===== config.mk =====
export PLATFORM = sky130hd
export DESIGN_NAME = ea_gen
export DESIGN_NICKNAME = d
export VERILOG_FILES = /design/src/rtl/ea_pkg.sv /design/src/rtl/ea_decode.sv /design/src/rtl/ea_autoinc.sv /design/src/rtl/ea_gen.sv
export SDC_FILE = /design/constraint.sdc
export NUM_CORES = 1
export LEC_CHECK = 0
export BUFFER_PORTS_ARGS = -buffer_cell sky130_fd_sc_hd__buf_4
export CELL_PAD_IN_SITES_DETAIL_PLACEMENT = 1
export CELL_PAD_IN_SITES_GLOBAL_PLACEMENT = 1
export CORE_MARGIN = 2
export CORE_UTILIZATION = 41
export DETAILED_ROUTE_END_ITERATION = 8
export GPL_TIMING_DRIVEN = 0
export PLACE_DENSITY_LB_ADDON = 0.15
export SETUP_SLACK_MARGIN = 0.05
export SYNTH_ARGS = -nofsm -noshare
export SYNTH_HDL_FRONTEND = slang
export SYNTH_SLANG_ARGS = --single-unit
export TNS_END_PERCENT = 100

===== constraint.sdc =====
create_clock -name clk -period 4.45 [get_ports clk]
set_clock_uncertainty 0.15 [all_clocks]
set_input_delay 0.445 -clock clk [delete_from_list [all_inputs] [get_ports clk]]
set_output_delay 0.445 -clock clk [all_outputs]
set_load 0.01 [all_outputs]

===== src/rtl/ea_pkg.sv =====
package ea_pkg;
  localparam int AW  = 32;  // address / data width
  localparam int EW  = 16;  // extension word width
  localparam int CW  = 5;   // cycle-cost width
  localparam int RIW = 4;   // register-file index width

  typedef enum logic [3:0] {
    K_DREG, K_AREG, K_IND, K_POST, K_PRE, K_DISP, K_INDEX,
    K_ABSW, K_ABSL, K_PCDISP, K_PCINDEX, K_IMM, K_BAD
  } ea_kind_e;

  function automatic logic [AW-1:0] sx16(input logic [EW-1:0] w);
    return {{(AW-EW){w[EW-1]}}, w};
  endfunction

  function automatic logic [AW-1:0] sx8(input logic [7:0] b);
    return {{(AW-8){b[7]}}, b};
  endfunction

  // Step in bytes; byte through the stack register moves by two
  function automatic logic [2:0] step_bytes(input logic [1:0] sz, input logic [2:0] rn);
    logic [2:0] s;
    case (sz)
      2'd0:    s = (rn == 3'd7) ? 3'd2 : 3'd1;
      2'd1:    s = 3'd2;
      default: s = 3'd4;
    endcase
    return s;
  endfunction

  function automatic logic [CW-1:0] cost(input ea_kind_e k, input logic lng);
    logic [CW-1:0] c;
    case (k)
      K_IND, K_POST, K_IMM:       c = 5'd4;
      K_PRE:                      c = 5'd6;
      K_DISP, K_ABSW, K_PCDISP:   c = 5'd8;
      K_INDEX, K_PCINDEX:         c = 5'd10;
      K_ABSL:                     c = 5'd12;
      default:                    c = 5'd0;
    endcase
    if (c != 5'd0 && lng) c = c + 5'd4;
    return c;
  endfunction

  // base + (word or long index) + signed 8-bit displacement
  function automatic logic [AW-1:0] brief_addr(input logic [AW-1:0] base,
                                               input logic [EW-1:0] brief,
                                               input logic [AW-1:0] ixv);
    logic [AW-1:0] ix;
    ix = brief[11] ? ixv : sx16(ixv[EW-1:0]);
    return base + ix + sx8(brief[7:0]);
  endfunction
endpackage


===== src/rtl/ea_decode.sv =====
module ea_decode
  import ea_pkg::*;
(
  input  logic [5:0] field,
  input  logic       addr_only,
  input  logic       is_dest,
  output ea_kind_e   kind,
  output logic       reject
);
  always_comb begin
    case (field[5:3])
      3'd0: kind = K_DREG;
      3'd1: kind = K_AREG;
      3'd2: kind = K_IND;
      3'd3: kind = K_POST;
      3'd4: kind = K_PRE;
      3'd5: kind = K_DISP;
      3'd6: kind = K_INDEX;
      default: begin
        case (field[2:0])
          3'd0:    kind = K_ABSW;
          3'd1:    kind = K_ABSL;
          3'd2:    kind = K_PCDISP;
          3'd3:    kind = K_PCINDEX;
          3'd4:    kind = K_IMM;
          default: kind = K_BAD;
        endcase
      end
    endcase
  end

  logic no_addr_form;
  assign no_addr_form = (kind == K_DREG) || (kind == K_AREG) || (kind == K_POST) ||
                        (kind == K_PRE)  || (kind == K_IMM);
  assign reject = (kind == K_BAD) || (is_dest && kind == K_IMM) ||
                  (addr_only && no_addr_form);
endmodule


===== src/rtl/ea_autoinc.sv =====
module ea_autoinc
  import ea_pkg::*;
(
  input  ea_kind_e      kind,
  input  logic [AW-1:0] reg_val,
  input  logic [1:0]    sz,
  input  logic [2:0]    rnum,
  output logic [AW-1:0] addr,
  output logic [AW-1:0] new_val,
  output logic          upd
);
  logic [AW-1:0] step;
  assign step = {{(AW-3){1'b0}}, step_bytes(sz, rnum)};

  always_comb begin
    addr    = reg_val;
    new_val = reg_val;
    upd     = 1'b0;
    if (kind == K_POST) begin
      new_val = reg_val + step;
      upd     = 1'b1;
    end else if (kind == K_PRE) begin
      addr    = reg_val - step;
      new_val = reg_val - step;
      upd     = 1'b1;
    end
  end
endmodule


===== src/rtl/ea_gen.sv =====
module ea_gen
  import ea_pkg::*;
(
  input  logic            clk,
  input  logic            rst_n,
  input  logic            start,
  input  logic [5:0]      ea_field,
  input  logic [1:0]      op_size,
  input  logic            addr_only,
  input  logic            is_dest,
  input  logic [AW-1:0]   pc_in,
  output logic [RIW-1:0]  rf_idx,
  input  logic [AW-1:0]   rf_data,
  input  logic            ext_valid,
  input  logic [EW-1:0]   ext_word,
  output logic            ext_ready,
  output logic            done,
  output logic [AW-1:0]   ea_result,
  output logic            wb_en,
  output logic [RIW-1:0]  wb_reg,
  output logic [AW-1:0]   wb_val,
  output logic [CW-1:0]   extra_cycles,
  output logic            illegal
);
  typedef enum logic [2:0] {S_IDLE, S_DEC, S_EXT1, S_EXT2, S_IDX} st_e;
  st_e st;

  logic [5:0]    field_q;
  logic [1:0]    size_q;
  logic          ao_q, dst_q;
  logic [AW-1:0] pc_q, base_q;
  logic [EW-1:0] w1_q;

  ea_kind_e kind;
  logic     reject;
  ea_decode u_dec (
    .field(field_q), .addr_only(ao_q), .is_dest(dst_q),
    .kind(kind), .reject(reject)
  );

  logic [AW-1:0] ai_addr, ai_new;
  logic          ai_upd;
  ea_autoinc u_ai (
    .kind(kind), .reg_val(rf_data), .sz(size_q), .rnum(field_q[2:0]),
    .addr(ai_addr), .new_val(ai_new), .upd(ai_upd)
  );

  // Named events for the checker
  logic busy, xfer, fin, lng, need2, indexed;
  assign busy      = (st != S_IDLE);
  assign ext_ready = (st == S_EXT1) || (st == S_EXT2);
  assign xfer      = ext_ready && ext_valid;
  assign lng       = size_q[1];
  assign need2     = (kind == K_ABSL) || (kind == K_IMM && lng);
  assign indexed   = (kind == K_INDEX) || (kind == K_PCINDEX);

  always_comb begin
    case (st)
      S_DEC:   rf_idx = (kind == K_DREG || kind == K_AREG) ? field_q[3:0]
                                                           : {1'b1, field_q[2:0]};
      S_IDX:   rf_idx = w1_q[15:12];
      default: rf_idx = '0;
    endcase
  end

  // Completion values
  logic [AW-1:0] fin_ea, fin_wbv;
  logic          fin_wbe, fin_ill;
  always_comb begin
    fin     = 1'b0;
    fin_ea  = '0;
    fin_wbv = '0;
    fin_wbe = 1'b0;
    fin_ill = 1'b0;
    case (st)
      S_DEC: begin
        if (reject) begin
          fin = 1'b1; fin_ill = 1'b1;
        end else if (kind == K_DREG || kind == K_AREG) begin
          fin = 1'b1; fin_ea = rf_data;
        end else if (kind == K_IND || kind == K_POST || kind == K_PRE) begin
          fin = 1'b1; fin_ea = ai_addr; fin_wbv = ai_new; fin_wbe = ai_upd;
        end
      end
      S_EXT1: begin
        if (xfer && !need2 && !indexed) begin
          fin = 1'b1;
          case (kind)
            K_DISP, K_PCDISP: fin_ea = base_q + sx16(ext_word);
            K_ABSW:           fin_ea = sx16(ext_word);
            default:          fin_ea = (size_q == 2'd0) ? sx8(ext_word[7:0]) : sx16(ext_word);
          endcase
        end
      end
      S_EXT2: begin
        if (xfer) begin
          fin = 1'b1; fin_ea = {w1_q, ext_word};
        end
      end
      S_IDX: begin
        fin = 1'b1; fin_ea = brief_addr(base_q, w1_q, rf_data);
      end
      default: ;
    endcase
  end

  always_ff @(posedge clk or negedge rst_n) begin
    if (!rst_n) begin
      st           <= S_IDLE;
      field_q      <= '0;
      size_q       <= '0;
      ao_q         <= 1'b0;
      dst_q        <= 1'b0;
      pc_q         <= '0;
      base_q       <= '0;
      w1_q         <= '0;
      done         <= 1'b0;
      ea_result    <= '0;
      wb_en        <= 1'b0;
      wb_reg       <= '0;
      wb_val       <= '0;
      extra_cycles <= '0;
      illegal      <= 1'b0;
    end else begin
      done <= 1'b0;
      case (st)
        S_IDLE: if (start) begin
          field_q <= ea_field;
          size_q  <= op_size;
          ao_q    <= addr_only;
          dst_q   <= is_dest;
          pc_q    <= pc_in;
          st      <= S_DEC;
        end
        S_DEC: if (!fin) begin
          base_q <= (kind == K_PCDISP || kind == K_PCINDEX) ? pc_q : rf_data;
          st     <= S_EXT1;
        end
        S_EXT1: if (xfer && !fin) begin
          w1_q <= ext_word;
          st   <= need2 ? S_EXT2 : S_IDX;
        end
        default: ;
      endcase
      if (fin) begin
        st           <= S_IDLE;
        done         <= 1'b1;
        ea_result    <= fin_ea;
        wb_en        <= fin_wbe;
        wb_reg       <= {1'b1, field_q[2:0]};
        wb_val       <= fin_wbv;
        extra_cycles <= fin_ill ? '0 : cost(kind, lng);
        illegal      <= fin_ill;
      end
    end
  end
endmodule


Word-level counts from Yosys, hierarchy flattened
Memories as Yosys holds them, arrays and structs flattened. Index checks and enable logic that the tools add are counted.

Add/subtract/negate cells: 6. Eq/ne operators: 30. Muxes and demuxes: 46. Bitwise logic cells: 1. Reduce and logical (&&, ||, !) cells: 35.

Operators by type and width (count): 2-to-1 mux 32 bit (15); one-hot mux 32 bit (4 select lines) (1); adder 32 bit (3); one-hot mux 32 bit (2 select lines) (1); adder 32 x 3 -> 32 bit (1); subtractor 32 x 3 -> 32 bit (1); one-hot mux 4 bit (7 select lines) (1); == test 4 bit, second input constant (5); one-hot mux 4 bit (5 select lines) (1); == test 3 x 2 -> 1 bit, second input constant (6); == test 3 bit, second input constant (6); == test 4 x 3 -> 1 bit, second input constant (4); 2-to-1 mux 5 bit (3); 2-to-1 mux 1 bit (14); logical OR 1 bit (12); 2-to-1 mux 3 bit (4); == test 3 x 1 -> 1 bit, second input constant (3); zero test 3 bit (3); one-hot mux 3 bit (3 select lines) (1); == test 4 x 2 -> 1 bit, second input constant (2); logical AND 1 bit (8); one-hot mux 4 bit (2 select lines) (1); one-hot mux 3 bit (2 select lines) (1); AND reduction 2 bit (3); other kinds (16) (18).

Register bits: 169. ROM bits: 48. Bits of input ports: 94. Output and inout bits: 81. Logic and storage cells: 134. Memories kept: 1.

Memories: (no name shown) (words 16, width 3, rd ports 1, clocked after Yosys merged registers in 0, write ports 0, line ea_pkg.sv:33) `case (k)`.

Logic depth before layout (Yosys ltp)
Depth in word-level cells: 17. Depth in mapped cells: 16.

Hierarchy
A second synthesis with hierarchy kept.

Cells, all modules: 1530. Area, all modules: 13877.1 sq um.

By module, submodules not included: ea_gen (times used 1, cells each 1269, area an instance 11965.2 sq um); ea_autoinc (times used 1, cells each 243, area an instance 1804.2 sq um); ea_decode (times used 1, cells each 18, area an instance 107.6 sq um).

Worst setup path after synthesis
OpenSTA, ideal clock, no wires.

Path type: register -> register. From: register w1_q[7]. To: register ea_result[29]. Setup time: 0.124 ns. Arrival time: 4.085 ns. Slack: 0.091 ns. Cell stages (with the launch flop): 12. Buffers on the path: 0. Period minus slack after synthesis: 4.359 ns. Cells stage by stage: dfrtp_1 > fa_1 > ha_1 > nand3_1 > or4_1 > or2_2 > o211ai_1 > o31a_1 > a22o_1 > mux2_2 > a32oi_1 > a21oi_1.

Longest elaborated chain between the ends: 2.

RTL lines: start, declared (line ea_gen.sv:32) `logic [EW-1:0] w1_q;`; start signal, assigned (line ea_gen.sv:140) `w1_q <= ext_word;`; adder 32 bit (line ea_pkg.sv:51) `return base + ix + sx8(brief[7:0]);`; one-hot mux 32 bit (4 select lines) (line ea_gen.sv:75) `case (st)`; end signal, assigned (line ea_gen.sv:148) `ea_result <= fin_ea;`; end, declared (line ea_gen.sv:18) `output logic [AW-1:0] ea_result,`.

Every way passes these cells. A chain may end at the register's enable or synchronous reset.

Worst setup path after layout
From: register st[0]. To: output port rf_idx[3].

Longest elaborated chain between the ends: 2. Elaborated cells on any way between the ends: 3. Classes of those cells: eq/ne: 2; mux: 1.

RTL lines: start, declared (line ea_gen.sv:26) `st_e st;`; start signal, assigned (line ea_gen.sv:141) `st <= need2 ? S_EXT2 : S_IDX;`; == test 3 bit / == test 3 x 1 -> 1 bit (equally long branches) (line ea_gen.sv:58) `case (st)`; one-hot mux 4 bit (2 select lines) * (line ea_gen.sv:58); end, declared (line ea_gen.sv:12) `output logic [RIW-1:0] rf_idx,`.

Mark *: on every way between the ends. The rest lies on a longest branch, timed or not.

==> flow_summary_export.csv <==
group,metric,value,unit
clocking,cts_tree,"built",
synth,syn_inst,1528,
final_layout,antenna_cells,0,
timing,final.period_utilization,0.978,
die,dieArea,34500,um2
die,core,32500,um2
clocking,htreeDepth,4,
critical_path,ff2ff_path_depth,16,
power,p_leak,7.21,nW
synth,ys_seq_area_frac,0.310,
clocking,cts_sinks,168,
synth,ys_ff_latch,168,
min_path,hp-class,"input pin to register",
global_route,grt_max_degree,100,
clocking,numCtsBuffers,17,
global_route,antenna_found_initial,0,
synth,ys_warn_count,0,
placed_design,dp_cells,2135,
timing,fmax,0.230,GHz
min_path,hold_path_startpoint,"ea_field[4]",
route,vias,13400,
synth,synth_async_sr_flop_share,1.00,
run,max-cap-violations,0,
timing,slew-limit-headroom,0.320,
synth,syn-cell-area,13600,um2
synth,synth_area_per_cell,8.87,um2
synth,synth_top_area_frac,0.310,
placed_design,pre_cts_slack,-1040,ps
synth,synthMostInstantiatedCell,"nand2_1",
critical_path,r2r_end,"ea_result[17]$_DFFE_PN0P_",
global_route,grt_first_pass_wirelength,82.9,mm
placed_design,gp_congestion,0.933,
final_layout,n_fill_cell,3882,
die,die_h,186,um
critical_path,timing.critical_path.to_type,"output port",
route,post_drt_wl_per_cell,25.4,um
timing,setup_viol,0,
clocking,clockBufferDepth,2,
synth,synthTopCellsByArea,"dfrtp_1 31%, ha_1 6.8%, nand2_1 5.2%",
power,p_per_area,957,nW/um2
critical_path,cpMaxStageDelayCell,"buf_1",
final_layout,design_area,16500,um2
clocking,cts-root-buf,"clkbuf_16",
global_route,grt_pass1_vias,13500,
die,rows,66,
timing,rsz0062_at_grt,"true",
critical_path,cp-startpoint,"st[0]$_DFFE_PN0P_",
route,first_pass_iters,5,
critical_path,regToRegSetupSlack,110,ps
final_layout,layout.nets,1932,
timing,min_period,4350,ps
critical_path,worstSetupPathType,"register to output port",
global_route,grt_overflow,0,
route,via_per_inst,6.15,
timing,report.final.slew_viol_count,0,
route,drc,0,
synth,synth-edff-count,0,
critical_path,cp_common_cell,"clkbuf_1",
clocking,clk_pin_slew,80,ps
timing,final.setup.worst_slack,98.6,ps
critical_path,cp_cell_sequence,"clkbuf_1, nor2_1, and2_1, clkbuf_1, clkbuf_1, buf_1, nand2_1, nand2_1, buf_4",
critical_path,path_max_fanout,10,
placed_design,hpwl,42.9,mm
synth,yosysTopAreaCell,"dfrtp_1",
min_path,hold_depth,3,
placed_design,io_buffer_count,163,
final_layout,syn_to_final_growth,21.4,%
die,die_w,186,um
synth,synth_cell_types,84,
global_route,grtUsageTotal,0.326,
timing,finalSetupTns,0,ps
route,drtIter0Drc,1085,
die,start_util,0.417,
route,totalWireLength,55.5,mm
route,ant_nets,0,
critical_path,timing.critical_path.arrival,3760,ps
final_layout,stdcell_count,2184,
timing,finalHoldViolCount,0,
critical_path,cpPeakStageDelay,680,ps
synth,syn-num-nets,1731,
die,io_pins,175,
power,ir_drop,423,uV
synth,synthFlopType,"dfrtp_1",
critical_path,cp-start-kind,"register",
critical_path,critPathRequiredTime,3860,ps
outcome,status,"completed",
synth,ys_top_cells_by_count,"188 x nand2_1, 168 x dfrtp_1, 111 x nor2_1",
final_layout,drive_gt1_frac,0.211,
critical_path,r2r-start,"field_q[5]$_DFFE_PN0P_",
min_path,holdPathEnd,"field_q[4]$_DFFE_PN0P_",
timing,whs,33.6,ps
placed_design,dpl_cell_area,15400,um2
timing,worst_pin_slew,1020,ps
clocking,clk_latency,470,ps
==> worst max-delay path: cells and delay by family, from the launching register on <==
kind | cells | cell delay (ps)
buf+inv | 5 | 2220
flops | 1 | 390
simple gates | 4 | 670
==> stage by stage <==
| stage | utilization | total power [mW] |
|---|---|---|
| after floorplan | - | 9.78 |
| after global placement | 0.471 | 13.0 |
| after detailed placement | 0.473 | 13.3 |
| after CTS | 0.498 | 15.3 |
| after global routing | 0.506 | 16.9 |
| final | 0.506 | 15.8 |
==> cells by family after synthesis <==
kind of cell             after synthesis  share of synthesized area
adder cells (fa/ha/maj)              109                      0.120
XOR/XNOR                              77                     0.0497
flip-flops                           168                      0.310
buffers and inverters                117                     0.0350
AND/OR/NAND/NOR                      485                      0.171
other                                  1                   0.000277
multiplexers                         103                     0.0815
AO/OA/AOI/OAI                        468                      0.233
==> cell usage in the layout, fill, tap and decap left out, types with 16 or more instances in the layout <==
| master | count |
|---|---|
| a21o_1 | 39 |
| a21oi_1 | 97 |
| a22o_1 | 33 |
| a31oi_1 | 31 |
| and3_1 | 17 |
| buf_4 | 184 |
| clkbuf_1 | 52 |
| clkbuf_16 | 17 |
| dfrtp_1 | 165 |
| fa_1 | 35 |
| ha_1 | 69 |
| inv_1 | 22 |
| mux2_2 | 59 |
| mux2i_1 | 44 |
| nand2_1 | 185 |
| nand2b_1 | 16 |
| nand3_1 | 26 |
| nor2_1 | 110 |
| nor3_1 | 24 |
| o211ai_1 | 23 |
| o21ai_0 | 103 |
| xnor2_1 | 46 |
| xor2_1 | 31 |
==> power breakdown <==
part	total, mW	switching [mW]	internal (mW)
clock network	1.60	0.745	0.858
registers	3.05	0.756	2.30
logic	11.1	6.61	4.49
total	15.8	8.11	7.64
==> per-layer routing <==
metal,up-vias,wire length (um),global-route usage
li1,6037,-,-
met1,6770,24500,0.452
met2,527,25000,0.509
met3,87,4400,0.0593
met4,0,1660,0.112
met5,-,0,0
==> repair_timing <==
item	4_1_cts	5_1_grt
setup endpoints to repair	125	119
cloned	0	0
pin swaps	4	7
endpoints found under the hold margin	69	0
gates resized for setup	39	51
hold buffers	1	0
buffers inserted	7	12
==> worst max-delay path by stage <==
stage | to | slack (ps) | depth (start not counted)
6_report | rf_idx[3] | 100 | 9
5_1_grt | ea_result[17]$_DFFE_PN0P_ | -10 | 16
4_1_cts | ea_result[29]$_DFFE_PN0P_ | 40 | 15
3_5_place_dp | ea_result[29]$_DFFE_PN0P_ | -1040 | 17
3_3_place_gp | ea_result[26]$_DFFE_PN0P_ | -1010 | 11
2_1_floorplan | ea_result[29]$_DFFE_PN0P_ | 90 | 11
==> layout make-up <==
class / count / area (um2) / share of cell area
buffer: 90 / 428 / 0.0260
sequential: 168 / 4210 / 0.256
multi-input combinational: 1243 / 9140 / 0.555
timing repair buffer: 186 / 1440 / 0.0874
tap: 442 / 553 / 0.0336
inverter: 23 / 87.6 / 0.00532
clock buffer: 18 / 439 / 0.0267
clock inverter: 14 / 164 / 0.00996
Power figures use the tool's default switching activity.
